==> src/rtl/codec_rb_pkg.sv <==
package codec_rb_pkg;

   // register indices (even, 7-bit)
   localparam logic [6:0] IDX_IDENT  = 7'h00;
   localparam logic [6:0] IDX_MASTER = 7'h02;
   localparam logic [6:0] IDX_SERIAL = 7'h74;
   localparam logic [6:0] IDX_VENDOR = 7'h76;

   // bit positions inside the vendor configuration word
   localparam int CFG_SPLIT_BIT = 4;
   localparam int CFG_ROUTE_BIT = 2;

   // sideband bundle handed to the attenuators
   typedef struct packed {
      logic mute_l;
      logic mute_r;
      logic aux_on;
   } side_flags_t;

endpackage

==> src/rtl/cr_vol_chan.sv <==
module cr_vol_chan #(
   parameter int VOL_W  = 6,
   parameter bit SAT_EN = 1'b1
) (
   input  logic             clk,
   input  logic             rst_n,
   input  logic             soft_rst,
   input  logic             wr,
   input  logic [VOL_W-1:0] wval,
   output logic [VOL_W-1:0] vol_q
);
   localparam int LOW_W = VOL_W - 1;

   logic [VOL_W-1:0] wfix;

   generate
      if (SAT_EN) begin : g_sat
         // range bit set: low field saturates to full attenuation
         always_comb wfix = wval[VOL_W-1] ? {1'b1, {LOW_W{1'b1}}} : wval;
      end else begin : g_raw
         always_comb wfix = wval;
      end
   endgenerate

   always_ff @(posedge clk or negedge rst_n) begin
      if (!rst_n)        vol_q <= '0;
      else if (soft_rst) vol_q <= '0;
      else if (wr)       vol_q <= wfix;
   end
endmodule

==> src/rtl/cr_sideband.sv <==
module cr_sideband import codec_rb_pkg::*; #(
   parameter int VOL_W = 6,
   localparam int ATT_W = VOL_W - 1
) (
   input  logic [VOL_W-1:0] lvol,
   input  logic [VOL_W-1:0] rvol,
   input  logic             mute_main,
   input  logic             mute_right,
   input  logic             split,
   input  logic             route,
   output logic [ATT_W-1:0] left_atten,
   output logic [ATT_W-1:0] right_atten,
   output logic             left_mute,
   output logic             right_mute,
   output logic             center_en,
   output logic             lfe_en
);
   side_flags_t fl;

   always_comb begin
      fl.mute_l = mute_main;
      fl.mute_r = split ? mute_right : mute_main;
      fl.aux_on = route;
   end

   assign left_atten  = lvol[ATT_W-1:0];
   assign right_atten = rvol[ATT_W-1:0];
   assign left_mute   = fl.mute_l;
   assign right_mute  = fl.mute_r;
   assign center_en   = fl.aux_on;
   assign lfe_en      = fl.aux_on;
endmodule

==> src/rtl/cr_read_mux.sv <==
module cr_read_mux import codec_rb_pkg::*; #(
   parameter int DATA_W = 16,
   parameter int ADDR_W = 7,
   parameter int VOL_W  = 6
) (
   input  logic [ADDR_W-1:0] addr,
   input  logic [DATA_W-1:0] cap_word,
   input  logic              mute_main,
   input  logic              mute_right,
   input  logic              split,
   input  logic              route,
   input  logic [VOL_W-1:0]  lvol,
   input  logic [VOL_W-1:0]  rvol,
   input  logic [DATA_W-1:0] serial,
   output logic [DATA_W-1:0] word
);
   localparam int HALF = DATA_W / 2;

   logic [DATA_W-1:0] mst_word, ven_word;

   always_comb begin
      mst_word                 = '0;
      mst_word[DATA_W-1]       = mute_main;
      mst_word[HALF +: VOL_W]  = lvol;
      mst_word[HALF-1]         = mute_right & split;
      mst_word[VOL_W-1:0]      = rvol;
      ven_word                 = '0;
      ven_word[CFG_SPLIT_BIT]  = split;
      ven_word[CFG_ROUTE_BIT]  = route;
   end

   always_comb begin
      if (addr == ADDR_W'(IDX_IDENT))       word = cap_word;
      else if (addr == ADDR_W'(IDX_MASTER)) word = mst_word;
      else if (addr == ADDR_W'(IDX_SERIAL)) word = serial;
      else if (addr == ADDR_W'(IDX_VENDOR)) word = ven_word;
      else                                  word = '0;
   end
endmodule

==> src/rtl/codec_regbank.sv <==
module codec_regbank import codec_rb_pkg::*; #(
   parameter int         DATA_W   = 16,
   parameter int         ADDR_W   = 7,
   parameter int         VOL_W    = 6,
   parameter logic [9:0] CAP_ID   = 10'h090,
   parameter logic [4:0] ENH_CODE = 5'h00,
   parameter bit         SAT_EN   = 1'b1,
   localparam int        ATT_W    = VOL_W - 1
) (
   input  logic              clk,
   input  logic              rst_n,
   input  logic [ADDR_W-1:0] addr,
   input  logic [DATA_W-1:0] wdata,
   input  logic              wr_en,
   input  logic              rd_en,
   output logic [DATA_W-1:0] rdata,
   output logic [ATT_W-1:0]  left_atten,
   output logic [ATT_W-1:0]  right_atten,
   output logic              left_mute,
   output logic              right_mute,
   output logic              center_en,
   output logic              lfe_en
);
   localparam int                HALF     = DATA_W / 2;
   localparam logic [DATA_W-1:0] CAP_WORD = DATA_W'({ENH_CODE, CAP_ID});

   initial begin
      assert (DATA_W == 16) else $error("register layout needs DATA_W == 16");
      assert (ADDR_W >= 7)  else $error("ADDR_W must cover 7-bit indices");
      assert (VOL_W == 6)   else $error("volume layout needs VOL_W == 6");
   end

   logic wr_id, wr_mst, wr_ser, wr_ven;
   assign wr_id  = wr_en & (addr == ADDR_W'(IDX_IDENT));
   assign wr_mst = wr_en & (addr == ADDR_W'(IDX_MASTER));
   assign wr_ser = wr_en & (addr == ADDR_W'(IDX_SERIAL));
   assign wr_ven = wr_en & (addr == ADDR_W'(IDX_VENDOR));

   // channel 0 = right (low half), channel 1 = left (high half)
   logic [VOL_W-1:0] vol_q [2];

   generate
      for (genvar c = 0; c < 2; c++) begin : g_ch
         cr_vol_chan #(.VOL_W(VOL_W), .SAT_EN(SAT_EN)) u_vol (
            .clk      (clk),
            .rst_n    (rst_n),
            .soft_rst (wr_id),
            .wr       (wr_mst),
            .wval     (wdata[c*HALF +: VOL_W]),
            .vol_q    (vol_q[c])
         );
      end
   endgenerate

   logic mute_main_q, mute_right_q, split_q, route_q;
   logic [DATA_W-1:0] serial_q;

   always_ff @(posedge clk or negedge rst_n) begin
      if (!rst_n) begin
         mute_main_q  <= 1'b1;
         mute_right_q <= 1'b0;
         split_q      <= 1'b0;
         route_q      <= 1'b0;
      end else if (wr_id) begin
         mute_main_q  <= 1'b1;
         mute_right_q <= 1'b0;
         split_q      <= 1'b0;
         route_q      <= 1'b0;
      end else begin
         if (wr_mst) begin
            mute_main_q  <= wdata[DATA_W-1];
            mute_right_q <= wdata[HALF-1] & split_q;
         end
         if (wr_ven) begin
            split_q <= wdata[CFG_SPLIT_BIT];
            route_q <= wdata[CFG_ROUTE_BIT];
         end
      end
   end

   // serial word survives the soft reset
   always_ff @(posedge clk or negedge rst_n) begin
      if (!rst_n)      serial_q <= '0;
      else if (wr_ser) serial_q <= wdata;
   end

   logic [DATA_W-1:0] rd_word;

   cr_read_mux #(.DATA_W(DATA_W), .ADDR_W(ADDR_W), .VOL_W(VOL_W)) u_rmux (
      .addr       (addr),
      .cap_word   (CAP_WORD),
      .mute_main  (mute_main_q),
      .mute_right (mute_right_q),
      .split      (split_q),
      .route      (route_q),
      .lvol       (vol_q[1]),
      .rvol       (vol_q[0]),
      .serial     (serial_q),
      .word       (rd_word)
   );

   always_ff @(posedge clk or negedge rst_n) begin
      if (!rst_n)     rdata <= '0;
      else if (rd_en) rdata <= rd_word;
   end

   cr_sideband #(.VOL_W(VOL_W)) u_side (
      .lvol        (vol_q[1]),
      .rvol        (vol_q[0]),
      .mute_main   (mute_main_q),
      .mute_right  (mute_right_q),
      .split       (split_q),
      .route       (route_q),
      .left_atten  (left_atten),
      .right_atten (right_atten),
      .left_mute   (left_mute),
      .right_mute  (right_mute),
      .center_en   (center_en),
      .lfe_en      (lfe_en)
   );
endmodule

==> config.mk <==
export PLATFORM = sky130hd
export DESIGN_NAME = codec_regbank
export DESIGN_NICKNAME = d
export VERILOG_FILES = /design/src/rtl/codec_rb_pkg.sv /design/src/rtl/cr_vol_chan.sv /design/src/rtl/cr_sideband.sv /design/src/rtl/cr_read_mux.sv /design/src/rtl/codec_regbank.sv
export SDC_FILE = /design/constraint.sdc
export NUM_CORES = 1
export LEC_CHECK = 0
export BUFFER_PORTS_ARGS = -buffer_cell sky130_fd_sc_hd__buf_2
export CORE_AREA = 2 2 80 82
export DETAILED_ROUTE_END_ITERATION = 10
export DIE_AREA = 0 0 82 84
export PLACE_DENSITY = 0.66
export SLEW_MARGIN = 25
export SYNTH_ARGS = -nofsm -noshare
export SYNTH_HDL_FRONTEND = slang
export SYNTH_HIERARCHICAL = 1
export SYNTH_SLANG_ARGS = --single-unit
==> constraint.sdc <==
create_clock -name clk -period 2.85 [get_ports clk]
set_input_delay 0.4275 -clock clk [delete_from_list [all_inputs] [get_ports clk]]
set_output_delay 0.4275 -clock clk [all_outputs]
set_load 0.005 [all_outputs]
==> After elaboration in Yosys (flattened, before gate mapping) <==
Index checks and enable logic that the tools add are counted.
{ "word_totals": {"register_bits": 48, "latch_bits": 0, "mem_bits_rw": 0, "rom_bits": 0, "in_bits": 27, "out_inout_bits": 30, "word_cells": 39, "n_memories": 0} }
{ "classes": {"add_sub_neg": 0, "multipliers": 0, "div_mod_pow": 0, "order_cmp": 0, "n_eq_ne": 3, "n_shift": 0, "mux": 19, "n_bitwise": 6, "n_reduce_logical": 3} }
{ "op_table": {"columns": ["cell", "count"], "rows": [
  ["$mux 16", 3],
  ["$mux 6", 6],
  ["$eq 7x7->1 const B", 2],
  ["$mux 1", 9],
  ["$eq 7x2->1 const B", 1],
  ["$logic_not 7->1", 1],
  ["$and 1x1->1", 6],
  ["$mux 5", 1],
  ["$reduce_bool 2->1", 2]
]} }

==> Longest topological paths before layout <==
Gate-level depths: netlist (run 1).
{ "logic_depth": {"depth_word": 5, "depth_mapped": 6, "mapped_depth_nobuf": 4} }

==> By module <==
Netlist (run 1), hierarchy kept.
{ "by_module_without_submodules": {"columns": ["module", "n_inst", "cells_per_inst", "area_per_inst_um2", "seq_area_each_um2"], "rows": [
  ["codec_regbank", 1, 96, 1456.4, 902.1],
  ["cr_read_mux", 1, 78, 575.6, 0.0],
  ["cr_vol_chan", 2, 24, 250.2, 150.1],
  ["cr_sideband", 1, 14, 112.6, 0.0]
]} }

==> Worst setup path before layout (run 1) <==
No wires, ideal clock.
{ "synth_timing": {"path_kind": "input -> register", "from": "input port addr[5]", "to": "register g_ch[0].u_vol.vol_q[5]", "setup_time_ns": 0.144, "t_arrival_ns": 1.585, "path_slack_ns": 1.121, "stages": 4, "path_cell_list": "nor4_1 -> nand2_1 -> nor2_1 -> nor2_1"} }
{ "synth_between": {"elab_chain_cells": 3, "word_cells_on_any_way": 6} }
{ "synth_lines": {"columns": ["element", "line_no", "rtl"], "rows": [
  ["start, declared", "codec_regbank.sv:12", "input logic [ADDR_W-1:0] addr,"],
  ["$logic_not 7->1 (*)", "codec_regbank.sv:34", "assign wr_id = wr_en & (addr == ADDR_W'(IDX_IDENT));"],
  ["$and 1x1->1 (*)", "codec_regbank.sv:34", null],
  ["named net wr_id", "codec_regbank.sv:33", "logic wr_id, wr_mst, wr_ser, wr_ven;"],
  ["$mux 6 or $reduce_bool 2->1 (tied branches)", null, null],
  ["end signal, assigned", "cr_vol_chan.sv:28", "else if (wr) vol_q <= wfix;"],
  ["end, declared", "cr_vol_chan.sv:10", "output logic [VOL_W-1:0] vol_q"]
]} }
Mark *: on every way through the listed nets, which the timed path passes. The rest lies on a longest branch.
A chain may end at the register's enable or synchronous reset.

==> Worst setup path after layout (run 1) <==
{ "layout_timing": {"from": "input port addr[1]", "to": "register g_ch[1].u_vol.vol_q[4]"} }
{ "layout_between": {"elab_chain_cells": 3, "word_cells_on_any_way": 6} }
{ "layout_lines": {"columns": ["element", "line_no", "rtl"], "rows": [
  ["$eq 7x2->1", "codec_regbank.sv:35", "assign wr_mst = wr_en & (addr == ADDR_W'(IDX_MASTER));"],
  ["$and 1x1->1", "codec_regbank.sv:35", null],
  ["named net wr_mst", "codec_regbank.sv:33", null],
  ["$reduce_bool 2->1 (no line)", null, null],
  ["end signal, assigned", "cr_vol_chan.sv:28", null],
  ["end, declared", "cr_vol_chan.sv:10", null]
]} }
The timed path passes the listed nets, and every way through them passes these cells.

==> results of run 1 <==
-- metal layers --
metal / global-route usage / vias up
li1: - / 956
met1: 0.247 / 966
met2: 0.285 / 53
met3: 0.0390 / 4
met4: 0.0409 / 0
met5: 0 / -
-- critical path: cells and delay by family --
| kind | cells | cell delay (ns) |
|---|---|---|
| AOI/OAI and AO/OA | 1 | 0.22 |
| buffers and inverters | 1 | 0.49 |
| and+or+nand+nor | 2 | 0.73 |
-- cell usage after synthesis (2+ instances only) --
cell      count
nand3_1      17
buf_2         6
conb_1        2
o221ai_1      2
nor3b_4       2
inv_1         3
nand4b_1     14
buf_6         4
and3_1        2
a211oi_1     10
o22ai_1       2
o211ai_1      2
a21oi_1       3
nand4_1      12
mux2_2       33
clkbuf_1      3
mux2i_1       6
o211ai_2      7
buf_4        14
dfrtp_1      47
nand2_1       4
nor2_1       24
-- how the worst max path moves through the flow --
stage               startpoint                endpoint  depth (start not counted)
floorplan              addr[5]  g_ch[0].u_vol/vol_q[5]                          4
global placement       addr[1]  g_ch[0].u_vol/vol_q[0]                          4
detailed placement     addr[1]  g_ch[1].u_vol/vol_q[4]                          4
CTS                    addr[1]  g_ch[1].u_vol/vol_q[4]                          4
global route           addr[1]  g_ch[1].u_vol/vol_q[4]                          4
finish                 addr[1]  g_ch[1].u_vol/vol_q[4]                          4
-- registers in the layout (all words and copies together), names as in the netlist --
name,cells
rdata,16
serial_q,16
g_ch.u_vol/vol_q,12
mute_main_q,1
mute_right_q,1
route_q,1
split_q,1
-- power by group through the flow --
stage / clock network (W) / logic, W / registers [W]
4_1_cts: 0.000406 / 0.000186 / 0.000764
2_1_floorplan: 0 / 0.000138 / 0.000766
5_1_grt: 0.000439 / 0.000207 / 0.000770
3_3_place_gp: 0 / 0.000183 / 0.000776
6_report: 0.000390 / 0.000184 / 0.000764
3_5_place_dp: 0 / 0.000186 / 0.000777
-- cell families after synthesis --
| family | count (synthesis) |
|---|---|
| AOI/OAI and AO/OA | 29 |
| buffers and inverters | 34 |
| DFF | 48 |
| muxes | 40 |
| other | 2 |
| and+or+nand+nor | 83 |
-- placed cells by master (no fill, tap or decap), types with 3 or more instances in the layout --
cell / synthesis / routed
a211oi_1: 10 / 10
a21oi_1: 3 / 3
buf_2: 6 / 55
buf_4: 14 / 9
clkbuf_8: 0 / 5
conb_1: 2 / 16
dfrtp_1: 47 / 47
inv_1: 3 / 3
mux2_2: 33 / 33
mux2i_1: 6 / 6
nand2_1: 4 / 4
nand3_1: 17 / 17
nand4_1: 12 / 12
nand4b_1: 14 / 14
nor2_1: 24 / 23
o211ai_2: 7 / 7
-- metrics by stage --
step | hold slack [ns] | util | worst slack, ns | total power (W) | std cells
2_1_floorplan | 0.132 | - | 1.12 | 0.000904 | 250
5_1_grt | 0.178 | 0.492 | 1.00 | 0.00142 | 368
6_report | 0.132 | 0.492 | 1.17 | 0.00134 | 368
3_3_place_gp | 0.485 | 0.478 | 0.868 | 0.000959 | 360
4_1_cts | 0.155 | 0.492 | 1.20 | 0.00136 | 368
3_5_place_dp | 0.491 | 0.478 | 0.869 | 0.000963 | 360
-- layout make-up --
cell class | count | area, µm² | area share
flip-flops and latches | 48 | 1200 | 0.401
clock inverters | 1 | 5.00 | 0.00167
well taps | 77 | 96.3 | 0.0321
inverters | 3 | 11.3 | 0.00376
repair buffers | 64 | 343 | 0.114
clock buffers | 7 | 76.3 | 0.0255
multi-input cells | 168 | 1260 | 0.422
==> results.py, run 1 <==
metrics = {
    "critical_path": {
        "max_stage_delay_ns": 0.63,
        "end_kind": "flop",
        "path_cells": "buf_2 > and3_2 > nor2_1 > a211oi_1",
        "cp_slowest_cell": "and3_2",
        "cp_data_arrival_time_ns": 1.88,
        "path_class": "primary input to flop",
        "startpoint_type": "primary input",
        "r2r_slack_ns": 1.56,
        "r2r_start": "split_q",
        "crit_required_ns": 3.05,
        "r2r_cells": 4,
        "path_max_fanout": 34,
        "r2r_end": "rdata[7]",
    },
    "cts": {
        "cts_tree": "built",
        "hold_buffers": 0,
        "clk_pin_slew_ns": 0.09,
        "cts_num_sinks": 48,
        "htree_num_levels": 2,
        "cts_buffer_depth": 2,
        "cts-root-buf": "clkbuf_8",
        "cts_resized": 0,
        "insertion_delay_ns": 0.30,
        "cts_setup_buffers": 0,
        "cts_buffers": 5,
    },
    "logic_synthesis": {
        "synth_area_leaders": "dfrtp_1 (44%), mux2_2 (14%), nand4b_1 (4.6%)",
        "synthArstFlopShare": 1.00,
        "yosysSeqAreaShare": 0.455,
        "synth_mux_area_frac": 0.169,
        "synth.distinct_cells": 39,
        "synth_top_area_cell": "dfrtp_1",
        "synth-seq-cells": 48,
        "ys_warn_count": 6,
        "synth-simple-area-share": 0.193,
        "netlist_instances": 236,
        "synthXorXnorAreaFrac": 0,
        "yosysTopAreaCellShare": 0.445,
        "synth-compound-area-share": 0.0922,
        "syn_area_mm2": 0.00265,
        "synth_top_family_by_area": "simple AND/OR/NAND/NOR gates",
        "synth_edf_count": 0,
        "synth_ff_type": "dfrtp_1",
        "yosys.area_share.adder": 0,
        "syn_avg_cell_area_um2": 11.2,
    },
    "cells_and_area": {
        "final_area_mm2": 0.00300,
        "diodes": 0,
        "final_nets": 317,
        "fill_cells": 580,
        "drive_gt1_frac": 0.409,
        "synthToLayoutAreaGrowth_pct": 13.3,
    },
    "global_routing": {
        "grt_usage": 0.179,
        "grt_max_degree": 49,
        "grt_pass1_vias": 1854,
        "antenna_found_initial": 0,
        "gr-total-overflow": 0,
        "grt_pass1_wl_um": 9490,
    },
    "status": {
        "outcome": "completed",
    },
    "sta": {
        "drv_slew": 0,
        "rsz0062_at_grt": "false",
        "finalCriticalPeriod_ns": 1.68,
        "post-route-period-util": 0.588,
        "relSlewSlack": 0.575,
        "setup_tns_ns": 0,
        "fmax_ghz": 0.597,
        "worst_pin_slew_ns": 0.633,
        "hold_viol_final": 0,
        "skew_ns": 0.00709,
        "setup_viol": 0,
    },
    "floorplan": {
        "ios": 57,
        "rows": 29,
        "die_h_um": 84,
        "die-area_mm2": 0.00689,
        "dieWidth_um": 82,
        "floorplan.initialDensity": 0.434,
        "core_mm2": 0.00610,
    },
    "route": {
        "drt_iter0_markers": 111,
        "wl_met1_um": 2650,
        "dr_wl_met3_um": 271,
        "dr.max_layer_used": "met4",
        "wl_met2_um": 2720,
        "drt-vias-per-instance": 5.38,
        "vias": 1979,
        "drc": 0,
        "wl_per_cell_um": 15.5,
        "antenna_left": 0,
        "first_pass_iters": 4,
        "finalWirelength_um": 5690,
    },
    "placed_design": {
        "hpwl_um": 3790,
        "place_congestion": 0.734,
        "io_buffers": 56,
        "dpl_cell_area_mm2": 0.00292,
    },
    "power_and_ir_drop": {
        "intPower_w": 0.000987,
        "switching_share": 0.262,
        "pwr-share-comb": 0.138,
        "p_clk_frac": 0.292,
        "seqPwrFrac": 0.571,
        "powerDensity_mw_per_mm2": 446,
        "ir_drop_uv": 268,
        "switchingPower_w": 0.000351,
        "static-leakage-power_nw": 1.49,
    },
    "run": {
        "maxCapViolations": 0,
    },
    "min_path": {
        "hold_path_class": "primary input to async pin",
    },
}
Note: power is estimated with default switching activity, not from simulation.
==> inputs of run 2 (changes only) <==
==> constraint.sdc (replaced) <==
create_clock -name clk -period 1.7 [get_ports clk]
set_input_delay 0.255 -clock clk [delete_from_list [all_inputs] [get_ports clk]]
set_output_delay 0.255 -clock clk [all_outputs]
set_load 0.005 [all_outputs]
==> run 2 against run 1 <==
  * Count of clock-buffer cells in the layout fell by 2
  * Core utilization increased by 3.0 points
  * Clock skew is 0.0012 ns lower
  * Die area stayed put
  * Setup slack worse by 0.95 ns
  * Critical path depth is 2 lower
  * Worst hold slack improved by 0.058 ns
  * Sequential share of layout area decreased by 2.3 points
  * Final cell count rose by 1.4%
  * Register-to-register slack worse by 1.1 ns
  * Largest cell class unchanged
  * Highest routed layer unchanged
==> results.py, run 2 (synthesized netlist as in run 1, its figures left out) <==
metrics = {
    "status": {
        "outcome": "completed",
    },
    "route": {
        "vias": 2029,
        "drt_iter0_markers": 89,
        "drt-vias-per-instance": 5.44,
        "finalWirelength_um": 5890,
        "drc": 0,
        "first_pass_iters": 4,
        "wl_met1_um": 2590,
        "dr_wl_met3_um": 294,
        "dr.max_layer_used": "met4",
        "wl_per_cell_um": 15.8,
        "wl_met2_um": 2950,
        "antenna_left": 0,
    },
    "cts": {
        "cts_tree": "built",
        "cts_setup_buffers": 0,
        "cts_buffers": 5,
        "insertion_delay_ns": 0.30,
        "htree_num_levels": 2,
        "cts-root-buf": "clkbuf_8",
        "cts_buffer_depth": 2,
        "clk_pin_slew_ns": 0.09,
        "cts_num_sinks": 48,
        "cts_resized": 0,
    },
    "run": {
        "maxCapViolations": 0,
    },
    "sta": {
        "drv_slew": 0,
        "setup_tns_ns": 0,
        "finalCriticalPeriod_ns": 1.47,
        "post-route-period-util": 0.866,
        "fmax_ghz": 0.680,
        "skew_ns": 0.00587,
        "worst_pin_slew_ns": 0.549,
        "hold_viol_final": 0,
        "relSlewSlack": 0.634,
        "rsz0062_at_grt": "false",
        "setup_viol": 0,
    },
    "cells_and_area": {
        "fill_cells": 575,
        "reg_top3": "rdata: 16 flops, serial_q: 16 flops, g_ch.u_vol/vol_q: 12 flops",
        "most-common-layout-cells": "buf_2 (56), dfrtp_1 (47), mux2_2 (33)",
        "drive_gt1_frac": 0.422,
        "final_nets": 323,
        "diodes": 0,
        "layout_commonest_cell": "buf_2",
        "synthToLayoutAreaGrowth_pct": 20.2,
        "final_area_mm2": 0.00318,
    },
    "critical_path": {
        "startpoint_type": "flop",
        "r2r_cells": 4,
        "path_class": "flop to output pin",
        "path_max_fanout": 6,
        "end_kind": "output pin",
        "cp_data_arrival_time_ns": 1.22,
        "crit_required_ns": 1.44,
    },
    "floorplan": {
        "floorplan.initialDensity": 0.434,
        "die-area_mm2": 0.00689,
        "ios": 57,
        "die_h_um": 84,
        "core_mm2": 0.00610,
        "rows": 29,
        "dieWidth_um": 82,
    },
    "power_and_ir_drop": {
        "switching_share": 0.236,
        "pwr-share-comb": 0.131,
        "powerDensity_mw_per_mm2": 809,
        "static-leakage-power_nw": 1.56,
        "p_clk_frac": 0.371,
        "switchingPower_w": 0.000608,
        "ir_drop_uv": 428,
        "intPower_w": 0.00196,
        "seqPwrFrac": 0.498,
    },
    "global_routing": {
        "gr-total-overflow": 0,
        "grt_max_degree": 41,
        "grt_pass1_wl_um": 9870,
        "grt_usage": 0.187,
        "grt_pass1_vias": 1963,
        "antenna_found_initial": 0,
    },
    "min_path": {
        "hold_depth": 2,
        "hold_path_class": "primary input to flop",
    },
    "placed_design": {
        "hpwl_um": 4130,
        "dpl_cell_area_mm2": 0.00304,
        "place_congestion": 0.716,
        "io_buffers": 56,
    },
}
[run 2: metrics by stage]
step | hold slack, ns | util | std cells | worst slack, ns | power, W
after floorplan | -0.0406 | - | 250 | 0.144 | 0.00152
after global placement | 0.277 | 0.499 | 365 | 0.129 | 0.00163
after detailed placement | 0.278 | 0.499 | 365 | 0.100 | 0.00164
after CTS | 0.183 | 0.521 | 373 | 0.218 | 0.00260
after global routing | 0.180 | 0.521 | 373 | 0.183 | 0.00270
final | 0.190 | 0.521 | 373 | 0.228 | 0.00257
[run 2: power by group through the flow]
stage	Combinational [W]	Sequential [W]	Clock, W
2_1_floorplan	0.000231	0.00128	0
3_3_place_gp	0.000329	0.00130	0
3_5_place_dp	0.000340	0.00130	0
4_1_cts	0.000342	0.00128	0.000981
5_1_grt	0.000375	0.00129	0.00103
6_report	0.000336	0.00128	0.000954
[run 2: timing repair]
item,in CTS,in global routing
endpoints found under the hold margin,20,0
hold buffers,1,0
setup endpoints to repair,0,0
[run 2: worst paths after layout]
path	from	end	slack, ns
setup / recovery	split_q	right_mute	0.23
hold / removal	wdata[14]	serial_q[14]	0.19
setup reg to reg	split_q	rdata[7]	0.42
hold reg to reg	rdata[11]	rdata[11]	0.51
max in group asynchronous	rst_n	rdata[10]	0.73
min in group asynchronous	rst_n	serial_q[15]	0.47
[run 2: cell type report]
cell class,instances,area (µm²),area share
Sequential cell,48,1200,0.378
Tap cell,77,96.3,0.0303
Clock inverter,2,60.1,0.0189
Clock buffer,5,68.8,0.0217
Inverter,3,11.3,0.00354
Timing Repair Buffer,70,475,0.150
Multi-Input combinational cell,168,1260,0.398
[run 2: metal layers]
metal	vias up	global-route usage
met2	53	0.294
met4	0	0.0455
met5	-	0
met3	5	0.0444
li1	957	-
met1	1014	0.257
[run 2: worst max-delay path, stage by stage (launching register included)]
cell,delay [ns]
dfrtp_1,0.46
mux2_4,0.33
buf_2,0.13
